### src/rtl/wts_pkg.sv
package wts_pkg;
  typedef enum logic [1:0] {
    CTL_IDLE = 2'd0,
    CTL_BUS  = 2'd1,
    CTL_RESP = 2'd2
  } ctl_state_e;

  typedef enum logic {
    LN_INVALID = 1'b0,
    LN_VALID   = 1'b1
  } line_state_e;
endpackage

### src/rtl/wts_line_store.sv
module wts_line_store
  import wts_pkg::*;
#(
  parameter int ADDR_W = 32,
  parameter int DATA_W = 32,
  parameter int LINES  = 4
) (
  input  logic              clk,
  input  logic              rst_n,
  input  logic [ADDR_W-1:0] lk_addr,
  output logic              lk_hit,
  output logic [DATA_W-1:0] lk_data,
  input  logic              sn_wr,
  input  logic [ADDR_W-1:0] sn_addr,
  output logic              sn_match,
  input  logic [ADDR_W-1:0] wr_addr,
  input  logic [DATA_W-1:0] wr_data,
  input  logic              fill_en,
  input  logic              upd_en,
  output logic              upd_hit,
  output logic [LINES-1:0]  vld_vec
);
  localparam int IDX_W = $clog2(LINES);
  localparam int TAG_W = ADDR_W - IDX_W;

  function automatic logic [IDX_W-1:0] line_index(input logic [ADDR_W-1:0] a);
    return a[IDX_W-1:0];
  endfunction

  function automatic logic [TAG_W-1:0] line_tag(input logic [ADDR_W-1:0] a);
    return a[ADDR_W-1:IDX_W];
  endfunction

  logic [TAG_W-1:0]  tag_a  [LINES];
  logic [DATA_W-1:0] data_a [LINES];

  logic [IDX_W-1:0] lk_idx, sn_idx, wr_idx;
  assign lk_idx = line_index(lk_addr);
  assign sn_idx = line_index(sn_addr);
  assign wr_idx = line_index(wr_addr);

  assign sn_match = sn_wr && vld_vec[sn_idx] && (tag_a[sn_idx] == line_tag(sn_addr));
  // a snooped write to the same line wins over the lookup in that cycle
  assign lk_hit   = vld_vec[lk_idx] && (tag_a[lk_idx] == line_tag(lk_addr))
                    && !(sn_match && (sn_idx == lk_idx));
  assign lk_data  = data_a[lk_idx];
  assign upd_hit  = vld_vec[wr_idx] && (tag_a[wr_idx] == line_tag(wr_addr));

  for (genvar i = 0; i < LINES; i++) begin : g_line
    line_state_e       st_q;
    logic [TAG_W-1:0]  tg_q;
    logic [DATA_W-1:0] dt_q;
    logic              sel_w, sel_s;

    assign sel_w = (wr_idx == IDX_W'(i));
    assign sel_s = sn_match && (sn_idx == IDX_W'(i));

    always_ff @(posedge clk) begin
      if (!rst_n) begin
        st_q <= LN_INVALID;
        tg_q <= '0;
        dt_q <= '0;
      end else begin
        if (fill_en && sel_w) begin
          st_q <= LN_VALID;
          tg_q <= line_tag(wr_addr);
          dt_q <= wr_data;
        end else if (upd_en && upd_hit && sel_w) begin
          dt_q <= wr_data;
        end
        if (sel_s) st_q <= LN_INVALID;
      end
    end

    assign vld_vec[i] = (st_q == LN_VALID);
    assign tag_a[i]   = tg_q;
    assign data_a[i]  = dt_q;
  end
endmodule

### src/rtl/wts_ctl.sv
module wts_ctl
  import wts_pkg::*;
#(
  parameter int ADDR_W = 32,
  parameter int DATA_W = 32
) (
  input  logic              clk,
  input  logic              rst_n,
  input  logic              cpu_req,
  input  logic              cpu_we,
  input  logic [ADDR_W-1:0] cpu_addr,
  input  logic [DATA_W-1:0] cpu_wdata,
  output logic              cpu_done,
  output logic              cpu_hit,
  output logic [DATA_W-1:0] cpu_rdata,
  output logic              bus_req,
  input  logic              bus_gnt,
  output logic              bus_we,
  output logic [ADDR_W-1:0] bus_addr,
  output logic [DATA_W-1:0] bus_wdata,
  input  logic [DATA_W-1:0] bus_rdata,
  input  logic              lk_hit,
  input  logic [DATA_W-1:0] lk_data,
  output logic              accept_evt,
  output logic              fill_en,
  output logic              upd_en,
  output logic [DATA_W-1:0] st_wdata
);
  ctl_state_e        state_q;
  logic              we_q, hit_q;
  logic [ADDR_W-1:0] addr_q;
  logic [DATA_W-1:0] wdata_q, rdata_q;
  logic              xfer;

  assign accept_evt = (state_q == CTL_IDLE) && cpu_req;
  assign xfer       = (state_q == CTL_BUS) && bus_gnt;
  assign fill_en    = xfer && !we_q;
  assign upd_en     = xfer && we_q;
  assign st_wdata   = we_q ? wdata_q : bus_rdata;

  assign bus_req   = (state_q == CTL_BUS);
  assign bus_we    = we_q;
  assign bus_addr  = addr_q;
  assign bus_wdata = wdata_q;

  assign cpu_done  = (state_q == CTL_RESP);
  assign cpu_hit   = hit_q;
  assign cpu_rdata = rdata_q;

  always_ff @(posedge clk) begin
    if (!rst_n) begin
      state_q <= CTL_IDLE;
      we_q    <= 1'b0;
      hit_q   <= 1'b0;
      addr_q  <= '0;
      wdata_q <= '0;
      rdata_q <= '0;
    end else begin
      unique case (state_q)
        CTL_IDLE: if (cpu_req) begin
          addr_q  <= cpu_addr;
          we_q    <= cpu_we;
          wdata_q <= cpu_wdata;
          hit_q   <= lk_hit;
          if (!cpu_we && lk_hit) begin
            rdata_q <= lk_data;
            state_q <= CTL_RESP;
          end else begin
            state_q <= CTL_BUS;
          end
        end
        CTL_BUS: if (bus_gnt) begin
          if (!we_q) rdata_q <= bus_rdata;
          state_q <= CTL_RESP;
        end
        CTL_RESP: state_q <= CTL_IDLE;
        default:  state_q <= CTL_IDLE;
      endcase
    end
  end
endmodule

### src/rtl/wt_snoop_ctrl.sv
module wt_snoop_ctrl #(
  parameter int ADDR_W = 32,
  parameter int DATA_W = 32,
  parameter int LINES  = 4
) (
  input  logic              clk,
  input  logic              rst_n,
  input  logic              cpu_req,
  input  logic              cpu_we,
  input  logic [ADDR_W-1:0] cpu_addr,
  input  logic [DATA_W-1:0] cpu_wdata,
  output logic              cpu_done,
  output logic              cpu_hit,
  output logic [DATA_W-1:0] cpu_rdata,
  output logic              bus_req,
  input  logic              bus_gnt,
  output logic              bus_we,
  output logic [ADDR_W-1:0] bus_addr,
  output logic [DATA_W-1:0] bus_wdata,
  input  logic [DATA_W-1:0] bus_rdata,
  input  logic              snp_vld,
  input  logic              snp_we,
  input  logic [ADDR_W-1:0] snp_addr
);
  // internal events, named for the bound checker
  logic              lk_hit;
  logic [DATA_W-1:0] lk_data;
  logic              sn_match;
  logic              accept_evt;
  logic              fill_en, upd_en, upd_hit;
  logic [DATA_W-1:0] st_wdata;
  logic [LINES-1:0]  vld_vec;

  wts_ctl #(.ADDR_W(ADDR_W), .DATA_W(DATA_W)) u_ctl (
    .clk        (clk),
    .rst_n      (rst_n),
    .cpu_req    (cpu_req),
    .cpu_we     (cpu_we),
    .cpu_addr   (cpu_addr),
    .cpu_wdata  (cpu_wdata),
    .cpu_done   (cpu_done),
    .cpu_hit    (cpu_hit),
    .cpu_rdata  (cpu_rdata),
    .bus_req    (bus_req),
    .bus_gnt    (bus_gnt),
    .bus_we     (bus_we),
    .bus_addr   (bus_addr),
    .bus_wdata  (bus_wdata),
    .bus_rdata  (bus_rdata),
    .lk_hit     (lk_hit),
    .lk_data    (lk_data),
    .accept_evt (accept_evt),
    .fill_en    (fill_en),
    .upd_en     (upd_en),
    .st_wdata   (st_wdata)
  );

  wts_line_store #(.ADDR_W(ADDR_W), .DATA_W(DATA_W), .LINES(LINES)) u_store (
    .clk      (clk),
    .rst_n    (rst_n),
    .lk_addr  (cpu_addr),
    .lk_hit   (lk_hit),
    .lk_data  (lk_data),
    .sn_wr    (snp_vld && snp_we),
    .sn_addr  (snp_addr),
    .sn_match (sn_match),
    .wr_addr  (bus_addr),
    .wr_data  (st_wdata),
    .fill_en  (fill_en),
    .upd_en   (upd_en),
    .upd_hit  (upd_hit),
    .vld_vec  (vld_vec)
  );
endmodule

### config.mk
export PLATFORM = sky130hd
export DESIGN_NAME = wt_snoop_ctrl
export DESIGN_NICKNAME = d
export VERILOG_FILES = /design/src/rtl/wts_pkg.sv /design/src/rtl/wts_line_store.sv /design/src/rtl/wts_ctl.sv /design/src/rtl/wt_snoop_ctrl.sv
export SDC_FILE = /design/constraint.sdc
export NUM_CORES = 1
export LEC_CHECK = 0
export ABC_AREA = 1
export BUFFER_PORTS_ARGS = -buffer_cell sky130_fd_sc_hd__buf_4
export CORE_UTILIZATION = 30
export CTS_CLUSTER_SIZE = 12
export DETAILED_ROUTE_END_ITERATION = 12
export GPL_TIMING_DRIVEN = 0
export HOLD_SLACK_MARGIN = 0.03
export PLACE_DENSITY = 0.55
export SLEW_MARGIN = 20
export SYNTH_ARGS = -nofsm -noshare
export SYNTH_HDL_FRONTEND = slang
export SYNTH_SLANG_ARGS = --single-unit
### constraint.sdc
create_clock -name clk -period 2 [get_ports clk]
set_input_delay 0.2 -clock clk [delete_from_list [all_inputs] [get_ports clk]]
set_output_delay 0.2 -clock clk [all_outputs]
set_load 0.005 [all_outputs]
# Yosys cells after proc, flatten, opt, wreduce, memory -nomap -nowiden
# Index checks and enable logic that the tools add are counted.
# Widths: inputs -> output; s select.
# op_classes
reduce_logical	42
mux	36
eq_ne	16
magnitude_cmp	6
bitwise	4
# ops
op	n
$mux 32	15
$bmux 30 s2	3
$mux 30	6
$eq 30x30->1	3
$bmux 32 s2	1
$pmux 32 s2	1
$logic_and 1x1->1	24
$eq 2x2->1 const B	5
$reduce_bool 2->1	5
$ge 3x3->1 const B	3
$lt 2x3->1 const B	3
$not 2->3	3
$reduce_or 2->1	4
$bmux 1 s2	3
$eq 2x1->1 const B	3
$logic_not 2->1	3
$mux 2	3
$ne 2x2->1 const B	3
$reduce_and 5->1	1
$pmux 2 s2	1
$reduce_and 2->1	2
$logic_not 1->1	3
$mux 1	3
$eq 2x2->1	1
other kinds (2)	2
# totals
reg_bits	352
in_bits	135
out_inout_bits	100
wordCells	122

# Longest topological paths before layout
# Gate-level depths: netlist of the first run.
# depth
word_depth	13
ltp_mapped	21
depth_no_buf	19

# Hierarchy
# Synthesis of the first run repeated with hierarchy kept, for this count alone.
# unflattened
hier_cells	3002
area_unflattened_um2	18815.5
# modules_own_cells
module	cells_per_inst	area_per_inst_um2	instances
wts_line_store	2316	14343.8	1
wts_ctl	684	4464.3	1
wt_snoop_ctrl	2	7.5	1

# Worst setup path after synthesis of the first run
# Ideal clock, no wire load.
# synth_path
kind	reg2reg
from	register u_ctl.addr_q[0] (netlist: u_ctl.bus_addr[0])
to	register u_store.g_line[0].dt_q[3]
path_buffers	3
arrival_ps	2135
path_slack_ps	-250
stages_incl_launch_ff	18
required_ps	1885
path_cell_list	dfxtp_1 inv_1 nor2_1 clkbuf_1 nand2_1 o2111ai_1 xnor2_1 nand2_1 nor2_1 nand2_1 nor2_1 nand2_1 nand2_1 buf_2 buf_2 nand3_1 nand2_1 nor2_1
# synth_between
elab_chain_len	9
elab_cells_between_ends	14
classes_between	eq/ne: 1; mux: 6; bitwise: 1; reduce/logical: 6
# synth_lines
element	line	rtl
start, declared	wts_ctl.sv:31	logic [ADDR_W-1:0] addr_q;
start signal, assigned	wts_ctl.sv:61	addr_q <= cpu_addr;
$not 2->3 (implied by the code)	wts_line_store.sv:47	assign upd_hit = vld_vec[wr_idx] && (tag_a[wr_idx] == line_tag(wr_addr));
$bmux 30 s2	wts_line_store.sv:47	
$mux 30 (implied by the code) (2 in a row)	wts_line_store.sv:47	
$eq 30x30->1	wts_line_store.sv:47	
$logic_and 1x1->1	wts_line_store.sv:47	
$logic_and 1x1->1 (2 in a row)	wts_line_store.sv:68	end else if (upd_en && upd_hit && sel_w) begin
$reduce_bool 2->1 (no source line)	n/a	
end signal, assigned	wts_line_store.sv:67	dt_q <= wr_data;
end signal, assigned	wts_line_store.sv:69	dt_q <= wr_data;
end, declared	wts_line_store.sv:52	logic [DATA_W-1:0] dt_q;
# Parallel ways exist; a longest one is shown, timed or not. The select of a mux whose other input is x is not followed.
# A chain may end at the register's enable or synchronous reset.

# Final worst setup path of the first run
# layout_path
from	register u_ctl.addr_q[1] (netlist: u_ctl.bus_addr[1])
to	register u_store.g_line[0].dt_q[8]
# The elaborated chain is that of the path after synthesis.

==> results of run 1 <==
routing by layer:
layer  vias to the layer above  share of wire  global-route usage
li1                      10600              -                   -
met1                     10800           0.39               0.391
met2                      1423           0.44               0.468
met3                       302           0.11              0.0632
met4                         0          0.061               0.166
met5                         -              0                   0
cells in the mapped netlist, types with 2 or more instances:
cell	number	area share
buf_6	3	0.0018
xor2_1	7	0.0033
o22ai_1	2	0.00067
clkinv_1	3	0.00060
nor3_1	4	0.0011
nand2_2	2	0.00067
a22oi_1	42	0.017
nand2_1	845	0.17
buf_1	22	0.0044
o21ai_1	21	0.0056
a21oi_1	287	0.077
nand4_1	17	0.0057
o2111ai_1	3	0.0014
o21ai_0	272	0.073
mux2i_1	16	0.0085
buf_2	51	0.014
dfxtp_1	352	0.38
xnor2_1	15	0.0070
a21o_1	2	0.00080
inv_2	4	0.00080
nand3_1	236	0.063
o211ai_1	3	0.0012
inv_1	148	0.030
nor2_1	405	0.081
clkbuf_1	134	0.027
a31o_2	2	0.00093
nand3b_1	15	0.0060
o221ai_1	10	0.0047
a32o_1	24	0.013
nor2_2	3	0.0010
buf_4	10	0.0040
cells in the final DEF (no fill, tap or decap), types with 32 or more instances in the layout:
cell type      count
a22oi_1           32
nor2_1           355
a21oi_1          272
o21ai_0          230
nor2_2            36
clkbuf_1          93
clkbuf_16         65
buf_4            287
nand3_1          138
nand2_1          794
nand2_2           46
dlygate4sd3_1     84
nand3_2           94
inv_1            139
dfxtp_2           59
dfxtp_1          284
path summary, 6_finish.rpt:
path,from,endpoint,slack (ps),depth (start not counted)
min reg2reg,u_store.g_line[3].dt_q[2],u_store.g_line[3].dt_q[2],470,2
max reg2reg,u_ctl.bus_addr[1],u_store.g_line[0].dt_q[8],-790,17
max,u_ctl.bus_addr[1],u_store.g_line[0].dt_q[8],-790,17
min,cpu_wdata[8],u_ctl.bus_wdata[8],30,3
final cells by class:
type                       instances  share of cell area
inverter                         155              0.0234
tap                              837              0.0388
timing repair buffer             396               0.137
clock buffer                      61              0.0443
timing repair inverter             1            0.000325
clock inverter                    14             0.00445
sequential                       352               0.265
antenna                            1           0.0000928
multi-input combinational       2237               0.425
buffer                           216              0.0616
logic make-up after synthesis:
logic type | Yosys count | synth area share
muxes | 16 | 0.00854
and+or+nand+nor | 1528 | 0.328
xor gates and xnor gates | 22 | 0.0103
AOI/OAI and AO/OA | 671 | 0.195
buffers and inverters | 375 | 0.0817
DFF | 352 | 0.376
worst max-delay path: stages (launching register included):
cell	delay (ps)
dfxtp_4	400
nor2_4	250
clkbuf_16	220
nand2_4	40
nand4_1	170
nand3_1	120
nor2_2	150
nand2_1	110
nor2_1	140
nand2_1	100
nor2_4	170
nand2_4	100
nand2_8	150
clkbuf_16	200
clkbuf_16	150
nand3_1	60
nand2_1	90
nor2_1	40
stage by stage:
stage	cells	TNS [ps]
floorplan	2964	-702
global placement	4032	-313530
detailed placement	4032	-313670
CTS	4219	-107560
global route	4269	-112470
finish	4270	-108560
flip-flops by register name, summed over array words and instances (netlist names):
register,flops
u_ctl.bus_wdata,32
u_store.g_line.st_q,4
u_ctl.cpu_rdata,32
u_ctl.bus_addr,32
u_store.g_line.tg_q,120
u_ctl.state_q,2
u_store.g_line.dt_q,128
u_ctl.bus_we,1
u_ctl.cpu_hit,1
timing repair:
action / CTS / global route
endpoints found under the setup margin: 346 / 313
endpoints found under the hold margin: 84 / 1
setup buffers: 26 / 32
pin swaps: 17 / 119
resized for setup: 218 / 467
cloned: 4 / 20
hold buffers: 83 / 1
report_power, final:
part,internal (mW),switching [mW]
Clock,4.29,3.37
Sequential,7.49,0.538
Combinational,2.41,3.90
Total,14.2,7.80
==> results.md, run 1 <==
Global route:
- The initial antenna violation count is 1.
- The number of global-route vias before repair came to 20700.
- Across every metal layer, demand over resource in global routing totals 0.302.
- The wire length of the first global-routing pass is 141000 µm.
- Summed over all layers, the global routing overflow is 0.
- The maximum number of pins on one net before global-route repair is 13.

Floorplanning:
- In this run the standard cell core region covers 61700 µm².
- In this run the vertical extent of the chip is 252 µm.
- 235 I/O pins were placed.
- In this run the core area contains 91 standard-cell rows.
- The starting utilization of the core area is 0.304.
- The width of the die is 252 µm.
- The area of the die is 63500 µm².

Setup path:
- Of all nets on the critical path, the largest fanout is 8.
- The kind of start point of the critical path is a flip-flop.
- STA puts the critical path data required time at 2470 ps.
- The worst setup path is captured at a flip-flop.
- At the worst endpoint, the arrival time is 3260 ps.
- The worst setup path is of the flip-flop to flip-flop kind.

Power and ir drop:
- After layout, the design draws a total of 22.0 mW.
- The maximum ir drop on the vdd rail is 535 µV.
- For this design the ratio of total power to cell area is 816 nW/µm².
- The analysis attributes to cell leakage a power of 11.2 nW.

Run status:
- The final reports fail on negative setup slack.
- The run finished, with violations left.

Synthesis:
- Synthesis produced a netlist with a net count of 3099.
- The Yosys step of the flow raised 0 warnings.
- The number of flops mapped to enable cells by yosys is 0.
- The most used flip-flop cell after synthesis is dfxtp_1.
- In the synthesized netlist, the number of instances is 2964.
- After synthesis the cells add up to 18700 µm².
- For this run, asynchronously set or reset flops after synthesis account for 0.
- The netlist uses 35 different library cells.
- The average size of a mapped cell is 6.32 µm².
- Synthesis inferred 352 register bits.
- For this run, the register share of the synthesized area comes to 0.376.

Layout:
- The final core utilization is 0.437.
- At the end of the flow, the number of nets in the layout was 3536.
- The area of combinational cells with multiple inputs is 11500 µm².
- The fraction of final layout cells sized beyond drive strength 1 is 0.247.
- In the final layout, flip-flops and latches occupy 7150 µm².
- The final standard cell area without fillers is 27000 µm².
- Counting the fill cells in the layout gives 6573.
- The area added between synthesis and finish is 43.9%.

Routing:
- The count of TritonRoute iterations in the first routing pass is 7.
- The total length of routed wires is 102000 µm.
- The routed layout has 23100 vias.
- After detailed routing, the average wire length per cell comes to 23.9 µm.
- For this run, design rule violations remaining after detail routing come to 0.
- The first routing iteration left 2794 violations.
- In this run the remaining antenna-violating nets after routing total 0.
- The number of vias per cell is 5.42.

Clock tree:
- The number of buffers created by CTS is 42.
- The number of levels in the clock H-tree is 2.
- The CTS tree is yes.
- The clock-pin slew reported for the worst setup and hold paths after clock tree synthesis is 60 ps.
- At the later pin of the worst-skew pair, clock insertion delay measures 600 ps.
- Counting along the longest clock path gives a buffer depth of 3.
- The clock net in this run drives a total of 352 sinks.
- The root buffer cell chosen for the clock tree is clkbuf_16.

Place:
- The count of buffers from port buffering is 231.
- The total cell area at the placement stage is 21700 µm².
- The weighted congestion reported at the end of routability-driven placement is 1.00.
- The HPWL after detailed placement is 71300 µm.
- The setup slack after placement is -1440 ps.

STA:
- The worst clock skew on the final layout is 32.0 ps.
- Setup repair after global routing could not meet its margin everywhere.
- The number of failing setup endpoints in the final timing report is 168.
- The maximum frequency from static timing analysis is 0.358 GHz.
- The headroom to the max-slew limit is 0.167.
- The final count of hold timing violations was 0.
- Across all setup checks in the final design, the least slack found is -793 ps.
- The clock period minus worst slack is 2790 ps.
- The total count of max-transition violations in the final report was 0.
- The share of the clock period used by the worst path is 1.40.
- The measured slew at the worst slew-check pin is 1250 ps.
- On the final layout, the worst hold slack is 26.2 ps.

Job:
- The max-cap violation count is 0.

Min path:
- The worst hold-check path type is primary input to flip-flop.
Power figures use the tool's default switching activity.
==> run 2, diff against run 1 <==
- CORE_MARGIN: not set -> 2
==> run 2 against run 1 <==
  * The flow still finishes with violations (negative setup slack)
  * Register-to-register slack hardly changed
  * Critical path depth is 1 higher
  * Total power is 0.15% higher
  * Clock-buffer cell count is 2 higher
  * Sequential power hardly changed
  * Worst hold slack better by 16 ps
  * Global-route usage is 0.22 points lower
  * First-iteration DRC count is 1.4% lower
  * Utilization is 1.4 points lower
  * Combinational power is 7.0% lower
  * Sequential share of layout area is 0.92 points higher
  * Clock power is 6.1% higher
  * Critical path type unchanged
  * Largest cell class unchanged
==> results.md, run 2 (synthesis gave the netlist of run 1 again) <==
STA:
- The final count of hold timing violations came to 0 (unchanged).
- The final-layout setup total negative slack was -110130 ps (-1570 ps).
- The share of the clock period used by the worst path came to 1.39 (-0.00581).
- Setup repair after global routing could not meet its margin everywhere.
- The headroom to the max-slew limit is 0.327 (+0.160).
- The slack of the critical path was -782 ps (+11.6 ps).
- The worst clock skew on the final layout was 44.5 ps (+12.5 ps).
- The clock period minus worst slack is 2780 ps (-11.6 ps).
- The measured slew at the worst slew-check pin is 1010 ps (-240 ps).
- The worst-case hold slack is 41.9 ps (+15.6 ps).
- The total count of max-transition violations in the final report is 0 (unchanged).
- The maximum frequency from static timing analysis is 0.359 GHz (+0.42%).
- The number of failing setup endpoints in the final timing report is 167 (-0.60%).

Setup path:
- The number of cells traversed by the worst register-to-register path came to 18 (+1).
- The critical path endpoint is u_store.g_line[0].dt_q[4].
- STA classifies the critical path endpoint as a flip-flop.
- The critical path starts at u_ctl.bus_addr[1].
- The worst register-to-register path begins at u_ctl.bus_addr[1].
- The top fanout value on the critical path is 10 (+2).
- The critical path is of the flip-flop to flip-flop type.
- The data arrival at the endpoint of the critical path is 3260 ps (about the same).
- The register-to-register setup slack is -780 ps (about the same).
- The worst reg2reg path endpoint is u_store.g_line[0].dt_q[4].
- The worst setup path is launched from a flip-flop.
- The worst path required time is 2480 ps (about the same).

Routing:
- The final routed DRC violation total is 0 (unchanged).
- The routed length per instance is 23.8 µm (-0.51%).
- The count of TritonRoute iterations in the first routing pass is 6 (-1).
- The number of vias per cell is 5.38 (-0.73%).
- The via count came to 22900 (-1.0%).
- The total length of routed wires was 101000 µm (-0.82%).
- The count of nets left with antenna violations after detail routing is 0 (unchanged).
- The initial DRC count was 2755 (-1.4%).

Floorplanning:
- The area of the die is 64500 µm² (+1.6%).
- The width of the die came to 254 µm (+0.79%).
- The area inside the core boundary is 61700 µm² (unchanged).
- The starting utilization of the core area is 0.304 (unchanged).
- The number of primary I/O pins was 235 (unchanged).
- The die span in y is 254 µm (+0.79%).
- The number of standard-cell rows in the floorplan came to 91 (unchanged).

Clock tree:
- The number of levels in the clock H-tree is 2 (unchanged).
- The number of buffers created by CTS was 43 (+2.4%).
- The number of clock sinks seen by CTS is 352 (unchanged).
- The insertion delay to the later sink of the worst-skew pair is 610 ps (about the same).
- The number of buffers on the longest clock path came to 3 (unchanged).
- The CTS tree is yes.
- The clock-pin slew reported for the worst setup and hold paths after clock tree synthesis was 60 ps (about the same).
- The root buffer cell chosen for the clock tree is clkbuf_16.

Power and ir drop:
- The leakage power is 11.0 nW (-1.6%).
- The maximum ir drop on the vdd rail was 560 µV (+4.8%).
- The power density of the placed cells is 845 nW/µm² (+3.6%).
- The final total power is 22.0 mW (+0.15%).

Global route:
- The total grt overflow is 0 (unchanged).
- The wire length of the first global-routing pass is 141000 µm (+0.40%).
- The initial antenna violation count is 3 (+2).
- The number of global-route vias before repair is 20900 (+0.96%).
- The maximum number of pins on one net before global-route repair is 14 (+1).
- The global-route usage over all layers came to 0.300 (-0.00224).

Layout:
- In the final layout, the registers with the most flip-flops are u_store.g_line.dt_q x128, u_store.g_line.tg_q x120.
- The area of combinational cells with multiple inputs is 10900 µm² (-4.7%).
- The largest register by flop count is u_store.g_line.dt_q.
- The number of flip-flops in the largest register is 128 (unchanged).
- From synthesis to final layout, the design area changed by 39.1%.
- The final net count was 3519 (-0.48%).
- The fraction of final layout cells sized beyond drive strength 1 is 0.216 (-0.0312).
- The commonest non-fill, non-tap cell in the layout is nand2_1.
- The area taken by flip-flops and latches is 7160 µm² (about the same).
- The layout filler cell count is 6634 (+0.93%).
- The top cell types in the final layout, fill and taps aside, are nand2_1, nor2_1, buf_4.

Run status:
- The final reports fail on negative setup slack.
- The flow ran to the end, but the final reports show violations.

Place:
- The count of buffers from port buffering is 231 (unchanged).
- The final HPWL from detailed placement was 71400 µm (+0.15%).
- The weighted congestion reported at the end of routability-driven placement was 1.00 (+0.25%).

Job:
- The max-cap violation count was 0 (unchanged).

Min path:
- The worst hold path begins at bus_rdata[15].
- The worst hold-check path type is primary input to flip-flop.
[run 2: cell types whose count changed in the layout (fill, tap and decap cells not counted), moves of 11 or more]
cell     before  now
nand3_1     138  223
nand3_2      94   12
nor2_2       36   17
nor2_1      355  370
buf_6        26   37
nand2_2      46   57
[run 2: layout make-up]
class,count,share of cell area
multi-input combinational,2237,0.419
sequential,352,0.274
timing repair buffer,377,0.128
buffer,217,0.0596
clock buffer,63,0.0484
tap,837,0.0402
inverter,155,0.0243
clock inverter,16,0.00614
timing repair inverter,1,0.000336
antenna,2,0.000192
[run 2: routing by layer]
| layer | up-vias | GRT usage | share of wire |
|---|---|---|---|
| met3 | 313 | 0.0669 | 0.10 |
| met5 | - | 0 | 0.00013 |
| li1 | 10600 | - | - |
| met4 | 2 | 0.153 | 0.058 |
| met2 | 1346 | 0.471 | 0.44 |
| met1 | 10600 | 0.386 | 0.40 |
[run 2: per-stage QoR]
stage | area (µm²) | util | setup slack (ps) | cells
3_3_place_gp | 21700 | 0.352 | -1440 | 4032
5_1_grt | 26100 | 0.423 | -825 | 4255
2_1_floorplan | 18900 | - | -42.4 | 2964
6_report | 26100 | 0.423 | -782 | 4257
3_5_place_dp | 21700 | 0.352 | -1430 | 4032
4_1_cts | 24700 | 0.401 | -642 | 4221
[run 2: worst min-delay path by stage]
stage,slack (ps),to,depth (start not counted)
after global placement,460,u_store.g_line[2].dt_q[29],2
after global routing,60,u_ctl.bus_addr[18],3
final,40,u_ctl.cpu_rdata[15],5
after CTS,30,u_ctl.bus_addr[18],3
after floorplan,350,u_ctl.bus_addr[26],2
after detailed placement,460,u_ctl.bus_wdata[25],3
[run 2: what timing repair did]
item,4_1_cts,5_1_grt
cloned,2,10
endpoints found under the hold margin,86,0
gates resized for setup,161,392
pin swaps,6,87
buffers inserted,25,26
hold buffers,85,0
endpoints found under the setup margin,345,316
[run 2: report_power, final]
group / total, mW / internal (mW) / leakage [nW] / switching [mW]
Sequential: 8.02 / 7.49 / 2.90 / 0.530
Clock: 8.13 / 4.66 / 0.695 / 3.48
Combinational: 5.87 / 2.21 / 7.40 / 3.67
Total: 22.0 / 14.4 / 11.0 / 7.67
[run 2: worst max-delay path: stages (launching register included)]
cell	delay, ps
dfxtp_4	440
nand2_8	120
inv_8	120
buf_12	160
nand2_1	70
nand4_1	250
nand3_2	150
nor2_4	120
nand2_2	80
nor2_1	90
nand2_1	70
nor2_2	150
nand2_2	140
nand2_8	150
clkbuf_16	180
buf_12	130
nand3_2	80
nand2_1	100
nor2_1	50
